### config.mk
export PLATFORM = sky130hd
export DESIGN_NAME = pc_stack_seq
export DESIGN_NICKNAME = d
export VERILOG_FILES = /design/src/rtl/pcs_pkg.sv /design/src/rtl/pcs_pc_next.sv /design/src/rtl/pcs_stack_ctl.sv /design/src/rtl/pc_stack_seq.sv
export SDC_FILE = /design/constraint.sdc
export NUM_CORES = 1
export LEC_CHECK = 0
export BUFFER_PORTS_ARGS = -buffer_cell sky130_fd_sc_hd__buf_4
export CAP_MARGIN = 10
export CORE_UTILIZATION = 46
export DETAILED_ROUTE_END_ITERATION = 6
export GPL_TIMING_DRIVEN = 1
export PLACE_DENSITY = 0.76
export SLEW_MARGIN = 25
export SYNTH_ARGS = -nofsm -noshare
export SYNTH_HDL_FRONTEND = slang
export SYNTH_SLANG_ARGS = --single-unit
### constraint.sdc
create_clock -name clk -period 2.21 [get_ports clk]
set_input_delay 0 -clock clk [delete_from_list [all_inputs] [get_ports clk]]
set_output_delay 0 -clock clk [all_outputs]
set_load 0.02 [all_outputs]
### src/rtl/pcs_pkg.sv
package pcs_pkg;
  typedef enum logic [2:0] {
    CMD_HOLD  = 3'd0,
    CMD_STEP  = 3'd1,
    CMD_JLONG = 3'd2,
    CMD_JPAGE = 3'd3,
    CMD_JREL  = 3'd4,
    CMD_VECT  = 3'd5,
    CMD_PUSH  = 3'd6,
    CMD_POP   = 3'd7
  } pcs_cmd_e;
endpackage

### src/rtl/pcs_pc_next.sv
module pcs_pc_next
  import pcs_pkg::*;
#(
  parameter int PC_W     = 15,
  parameter int PAGE_W   = 12,
  parameter int DISP_W   = 7,
  parameter int LEN_W    = 2,
  parameter int VB       = 8,
  parameter int DISP_MIN = -31,
  parameter int DISP_MAX = 32
) (
  input  logic [PC_W-1:0]   pc_cur,
  input  pcs_cmd_e          op,
  input  logic [LEN_W-1:0]  instr_len,
  input  logic [PC_W-1:0]   jmp_imm,
  input  logic [DISP_W-1:0] disp,
  input  logic [VB-1:0]     vec_hi,
  input  logic [VB-1:0]     vec_lo,
  output logic [PC_W-1:0]   pc_nxt,
  output logic              disp_bad
);
  localparam logic signed [DISP_W-1:0] D_MIN = DISP_W'(DISP_MIN);
  localparam logic signed [DISP_W-1:0] D_MAX = DISP_W'(DISP_MAX);
  localparam logic signed [DISP_W-1:0] D_ONE = DISP_W'(1);

  logic [PC_W-1:0] pc_seq, pc_rel, pc_page, pc_vec, disp_ext;
  logic            disp_ok;

  always_comb begin
    pc_seq   = pc_cur + PC_W'(instr_len);
    disp_ext = {{(PC_W-DISP_W){disp[DISP_W-1]}}, disp};
    pc_rel   = pc_cur + disp_ext;
    pc_page  = {pc_cur[PC_W-1:PAGE_W], jmp_imm[PAGE_W-1:0]};
    pc_vec   = PC_W'({vec_hi, vec_lo});
    disp_ok  = ($signed(disp) >= D_MIN) && ($signed(disp) <= D_MAX)
             && ($signed(disp) != D_ONE);
    disp_bad = (op == CMD_JREL) && !disp_ok;
    unique case (op)
      CMD_HOLD:  pc_nxt = pc_cur;
      CMD_JLONG: pc_nxt = jmp_imm;
      CMD_JPAGE: pc_nxt = pc_page;
      CMD_JREL:  pc_nxt = disp_ok ? pc_rel : pc_seq;
      CMD_VECT:  pc_nxt = pc_vec;
      default:   pc_nxt = pc_seq;
    endcase
  end
endmodule

### src/rtl/pcs_stack_ctl.sv
module pcs_stack_ctl
  import pcs_pkg::*;
#(
  parameter int SP_W   = 8,
  parameter int DW     = 8,
  parameter int SP_RST = 'h6F
) (
  input  logic            clk,
  input  logic            rst,
  input  pcs_cmd_e        op,
  input  logic [DW-1:0]   acc_in,
  input  logic [DW-1:0]   mem_rdata,
  output logic [SP_W-1:0] sp_q,
  output logic [SP_W-1:0] addr_q,
  output logic [DW-1:0]   wdata_q,
  output logic            we_q,
  output logic [DW-1:0]   pdata_q,
  output logic            pvalid_q
);
  localparam logic [SP_W-1:0] SP_INIT = SP_W'(SP_RST);
  localparam logic [SP_W-1:0] SP_ONE  = SP_W'(1);

  logic rd_issued, rd_back;

  always_ff @(posedge clk) begin
    if (rst) begin
      sp_q      <= SP_INIT;
      addr_q    <= '0;
      wdata_q   <= '0;
      we_q      <= 1'b0;
      rd_issued <= 1'b0;
      rd_back   <= 1'b0;
      pvalid_q  <= 1'b0;
      pdata_q   <= '0;
    end else begin
      we_q      <= 1'b0;
      rd_issued <= (op == CMD_POP);
      rd_back   <= rd_issued;
      pvalid_q  <= rd_back;
      if (rd_back) pdata_q <= mem_rdata;
      if (op == CMD_PUSH) begin
        addr_q  <= sp_q;
        wdata_q <= acc_in;
        we_q    <= 1'b1;
        sp_q    <= sp_q - SP_ONE;
      end else if (op == CMD_POP) begin
        addr_q  <= sp_q + SP_ONE;
        sp_q    <= sp_q + SP_ONE;
      end
    end
  end
endmodule

### src/rtl/pc_stack_seq.sv
module pc_stack_seq
  import pcs_pkg::*;
#(
  parameter int PC_W     = 15,
  parameter int PAGE_W   = 12,
  parameter int DISP_W   = 7,
  parameter int LEN_W    = 2,
  parameter int SP_W     = 8,
  parameter int DW       = 8,
  parameter int VB       = 8,
  parameter int DISP_MIN = -31,
  parameter int DISP_MAX = 32,
  parameter int SP_RST   = 'h6F
) (
  input  logic              clk,
  input  logic              rst,
  input  logic [2:0]        cmd,
  input  logic [LEN_W-1:0]  instr_len,
  input  logic [PC_W-1:0]   jmp_imm,
  input  logic [DISP_W-1:0] disp,
  input  logic [VB-1:0]     vec_hi,
  input  logic [VB-1:0]     vec_lo,
  input  logic [DW-1:0]     acc_in,
  input  logic [DW-1:0]     mem_rdata,
  output logic [PC_W-1:0]   pc,
  output logic [SP_W-1:0]   sp,
  output logic [SP_W-1:0]   stk_addr,
  output logic [DW-1:0]     stk_wdata,
  output logic              stk_we,
  output logic [DW-1:0]     pop_data,
  output logic              pop_valid,
  output logic              bad_disp
);
  pcs_cmd_e        op;
  logic [PC_W-1:0] pc_q, pc_nxt;
  logic            disp_bad, bad_q;

  assign op = pcs_cmd_e'(cmd);

  pcs_pc_next #(
    .PC_W(PC_W), .PAGE_W(PAGE_W), .DISP_W(DISP_W), .LEN_W(LEN_W),
    .VB(VB), .DISP_MIN(DISP_MIN), .DISP_MAX(DISP_MAX)
  ) u_next (
    .pc_cur(pc_q), .op(op), .instr_len(instr_len), .jmp_imm(jmp_imm),
    .disp(disp), .vec_hi(vec_hi), .vec_lo(vec_lo),
    .pc_nxt(pc_nxt), .disp_bad(disp_bad)
  );

  always_ff @(posedge clk) begin
    if (rst) begin
      pc_q  <= '0;
      bad_q <= 1'b0;
    end else begin
      pc_q  <= pc_nxt;
      bad_q <= disp_bad;
    end
  end

  pcs_stack_ctl #(.SP_W(SP_W), .DW(DW), .SP_RST(SP_RST)) u_stack (
    .clk(clk), .rst(rst), .op(op), .acc_in(acc_in), .mem_rdata(mem_rdata),
    .sp_q(sp), .addr_q(stk_addr), .wdata_q(stk_wdata), .we_q(stk_we),
    .pdata_q(pop_data), .pvalid_q(pop_valid)
  );

  assign pc       = pc_q;
  assign bad_disp = bad_q;
endmodule

# After elaboration in Yosys (flattened, before gate mapping)
# Index checks and enable logic that the tools add are counted.
# op_classes
n_eq_ne	7
bitwise_logic	2
order_cmp	2
add_sub_neg	4
muxes	6
n_reduce_logical	7
# op_table
operator	count
$pmux W15 S5	1
$mux W8	3
$add A15 B15 Y15	1
$add A15 B2 Y15	1
$mux W15	1
$eq A3 B3 Y1 const B	4
$add A8 B1 Y8 const B	1
$sub A8 B1 Y8 const B	1
$ge A7 B6 Y1 const B	1
$le A7 B7 Y1 const B	1
$ne A7 B2 Y1 const B	1
$eq A3 B2 Y1 const B	2
$logic_and A1 B1 Y1	3
$logic_not A3 Y1	1
$not A1 Y1	2
$reduce_and A2 Y1	1
$reduce_bool A2 Y1	1
$logic_not A1 Y1	1
$mux W1	1
# word_totals
out_inout_bits	50
word_cells	39
input_bits	61
regBits	52

# Depth between registers and ports, before layout
# depth
ltp_word	5
depth_mapped	8

# By module
# A second synthesis with hierarchy kept.
# unflattened
cells_unflattened	444
hier_area_um2	3688.5
# by_module_without_submodules
mod	seq_area_each_um2	cells_each	area_per_inst_um2	n_inst
pcs_pc_next	0.0	232	1634.1	1
pcs_stack_ctl	720.7	179	1590.3	1
pc_stack_seq	320.3	33	464.2	1

# Worst setup path after synthesis
# No wires, ideal clock.
# synth_timing
kind	register to register
startpoint	register pc_q[0], in the netlist pc[0]
endpoint	register pc_q[8], in the netlist pc[8]
path_slack_ns	-0.106
required_ns	2.095
stages_incl_launch_ff	9
n_path_buf	0
setup_time_ns	0.115
arrival_time_ns	2.201
path_cell_list	dfxtp_1 ha_1 fa_1 a211oi_1 o21bai_1 a2111oi_0 nor3_1 xor2_1 o21ba_2
# synth_between
elab_chain_cells	3
word_cells_on_any_way	4
cone_classes	2 x add/sub; 2 x mux
# synth_rtl
item	line_no	rtl
start, declared	pc_stack_seq.sv:35	logic [PC_W-1:0] pc_q, pc_nxt;
start signal, assigned	pc_stack_seq.sv:54	pc_q <= pc_nxt;
$add A15 B2 Y15 or $add A15 B15 Y15 (tied branches)	pcs_pc_next.sv:30, pcs_pc_next.sv:32	
$mux W15	pcs_pc_next.sv:42	CMD_JREL: pc_nxt = disp_ok ? pc_rel : pc_seq;
$pmux W15 S5 *	pcs_pc_next.sv:38	unique case (op)
# Every way passes the cells marked *; elsewhere a longest branch is shown, timed or not.
# A chain may end at the register's enable or synchronous reset.

# Worst setup path after layout
# Ends and elaborated chain as after synthesis.

==> impl_metrics.csv <==
group,metric,value,unit
worst_setup_path,arrival,2.38,ns
floorplanning,dieArea,0.00777,mm2
worst_setup_path,critPathLaunchType,"flop",
final_layout,drive_gt1_share,29.8,%
placed_design,io_buffers,109,
floorplanning,io_pins,111,
timing,drv_slew,0,
clock_network,clock_path_buffers,2,
grt,grt_use_total,27.3,%
floorplanning,coreArea,0.00721,mm2
yosys,postSynthCellCount,431,
clock_network,cts-root-buf,"clkbuf_8",
timing,worst_slew_pin_slew,0.632,ns
timing,period_share,97.1,%
route,antenna_left,0,
yosys,synth-edff-count,0,
timing,relSlewSlack,57.9,%
yosys,synth-main-ff-cell,"dfxtp_1",
yosys,syn_area_per_cell,7.93,um2
final_layout,final_common_cell,"buf_4",
route,drt-total-wl,10800,um
worst_hold_path,min_path_cells,4,
timing,rsz0062_at_grt,"true",
yosys,synth.distinct_cells,61,
route,drc,0,
pwr,power_leakage,2.07,nW
worst_hold_path,hp-class,"input pin to flop",
grt,antenna_found_initial,0,
clock_network,htreeDepth,2,
worst_setup_path,worst-path-max-fanout,3,
yosys,synth_area,0.00342,mm2
grt,grt_pass1_wl,16600,um
outcome,status,"finished, final reports clean",
final_layout,layout.nets,649,
route,vias,3820,
route,drt_iter0_markers,215,
final_layout,n_antenna_cell,0,
grt,grt_max_degree,43,
worst_setup_path,ff2ff_path_depth,8,
yosys,yosys_warnings,0,
route,routedWlPerCell,16.2,um
floorplanning,die_w,88.2,um
final_layout,synthToLayoutAreaGrowth,40.4,%
worst_setup_path,worstPathRequired,2.44,ns
timing,setup-violations-final,0,
placed_design,gp_congestion,0.924,
route,via_per_inst,5.74,
worst_setup_path,crit_type,"flop to flop",
timing,hold_violations,0,
timing,whs,0.0299,ns
grt,grt.overflow.total,0,
flow_run,drv_cap,0,
worst_setup_path,worst-r2r-setup-slack,0.06,ns
floorplanning,die-height,88.2,um
placed_design,dp_hpwl,7600,um
pwr,peakVddDrop,0.313,mV
route,drt-pass1-iter-count,5,
clock_network,cts.sink_count,52,
clock_network,clock_latency,0.32,ns
timing,timing.fmax,0.466,GHz
clock_network,cts.clk_slew.worst_paths,0.12,ns
yosys,ys_seq_area_share,30.5,%
placed_design,preCtsSetupSlack,-0.0262,ns
yosys,async_flop_share,0,%
timing,period_minus_slack,2.15,ns
final_layout,final_cell_mix,"135 x buf_4, 50 x dfxtp_1, 48 x nor2_1, 45 x nand2_1, 36 x a21oi_1",
timing,setup_ws,0.0633,ns
floorplanning,num_rows,31,
worst_setup_path,crit_path_end_kind,"flop",
grt,grt_pass1_vias,3496,
yosys,syn-num-nets,514,
clock_network,cts-buffers-inserted,5,
pwr,powerDensity,524,mW/mm2
timing,finClkSkew,0.0144,ns
floorplanning,start_util,47.3,%
clock_network,cts_tree,"yes",
yosys,synth_seq_cells,52,
-- final timing paths --
| kind | startpoint | endpoint |
|---|---|---|
| worst min-delay path | vec_hi[4] | pc[12] |
| worst min register to register | u_stack.rd_issued | u_stack.rd_back |
| worst max-delay path | pc[0] | pc[8] |
| worst max register to register | pc[0] | pc[8] |
-- through the flow --
| stage | std cells | utilization, % | power [W] | setup TNS (ns) | cell area (um2) |
|---|---|---|---|---|---|
| 2_1_floorplan | 431 | - | 0.00154 | 0 | 3420 |
| 3_3_place_gp | 640 | 61.7 | 0.00184 | -0.0254 | 4450 |
| 3_5_place_dp | 640 | 61.7 | 0.00186 | -0.0330 | 4450 |
| 4_1_cts | 665 | 65.5 | 0.00248 | -0.0295 | 4730 |
| 5_1_grt | 666 | 66.5 | 0.00264 | -0.139 | 4790 |
| 6_report | 666 | 66.5 | 0.00251 | 0 | 4790 |
-- critical path, cell delays in order (launching register included) --
cell and delay (ns):
dfxtp_2 0.35, ha_2 0.18, fa_2 0.35, a211oi_2 0.22, o21bai_2 0.13, a2111oi_2 0.40, nor3_2 0.09, xor2_1 0.15
o21ba_2 0.19
-- sequential cells by signal, summed over array words and instances, names as in the netlist --
signal,count
u_stack.pdata_q,8
u_stack.we_q,1
u_stack.sp_q,8
pc,15
bad_disp,1
u_stack.rd_back,1
u_stack.rd_issued,1
u_stack.wdata_q,8
u_stack.pvalid_q,1
u_stack.addr_q,8
-- cell usage after synthesis, types with 2 or more instances --
master / number / area [um2]
a221o_1: 6 / 60.1
and4_1: 2 / 17.5
a211oi_1: 11 / 82.6
buf_2: 2 / 10.0
clkbuf_1: 20 / 75.1
nor2b_1: 3 / 18.8
nor4_1: 3 / 18.8
a31o_2: 2 / 17.5
or2_2: 3 / 18.8
o211ai_1: 2 / 15.0
nor3b_1: 2 / 15.0
a211o_1: 2 / 17.5
and2_1: 5 / 31.3
a21oi_1: 38 / 190
o21ai_0: 28 / 140
o21bai_1: 3 / 22.5
xor2_1: 11 / 96.3
nand2_1: 45 / 169
a21o_1: 4 / 30.0
xnor2_1: 20 / 175
and3_1: 4 / 25.0
or3_1: 3 / 18.8
nor3_1: 12 / 60.1
fa_1: 2 / 40.0
a31oi_1: 5 / 31.3
nand3_1: 9 / 45.0
inv_1: 8 / 30.0
ha_1: 20 / 250
nor2_1: 48 / 180
nand2b_1: 4 / 25.0
mux2i_1: 10 / 100
a32oi_1: 2 / 17.5
nand4_1: 7 / 43.8
dfxtp_1: 52 / 1040
a221oi_1: 7 / 61.3
-- cell families after synthesis --
group | count (synthesis) | share of synthesized area (%)
mux | 10 | 2.93
flops | 52 | 30.5
simple gates | 156 | 21.7
fa+ha+maj | 22 | 8.50
xor+xnor | 31 | 7.95
buf+inv | 33 | 3.81
compound gates | 127 | 24.7
-- where the power goes --
part	total, W	leakage (nW)	switching, W	internal [W]
registers	0.00104	0.426	0.0000516	0.000989
logic	0.000874	1.59	0.000458	0.000416
clock network	0.000597	0.0463	0.000363	0.000234
total	0.00251	2.07	0.000873	0.00164
-- metal layers --
metal	part of all wire [%]	GRT usage, %	vias to the layer above	wire (um)
li1	-	-	1835	-
met1	42	34.4	1803	4490
met2	50	47.0	160	5350
met3	6.4	4.34	22	693
met4	2.2	9.82	0	235
met5	0	0	-	0
-- area by class of cell --
cell class                 count  area (um2)
fill                         645        2420
multi-input combinational    346        2310
timing repair buffer         152        1180
sequential                    52        1040
tap                           99         124
clock buffer                   5        68.8
inverter                       9        33.8
clock inverter                 3        27.5
-- repair_timing --
item | in CTS | in global routing
setup buffers | 0 | 1
pin swaps | 0 | 7
resized for setup | 3 | 14
setup endpoints to repair | 3 | 9
hold endpoints to repair | 17 | 0
hold buffers | 17 | 0
(Power assumes the default switching activity.)
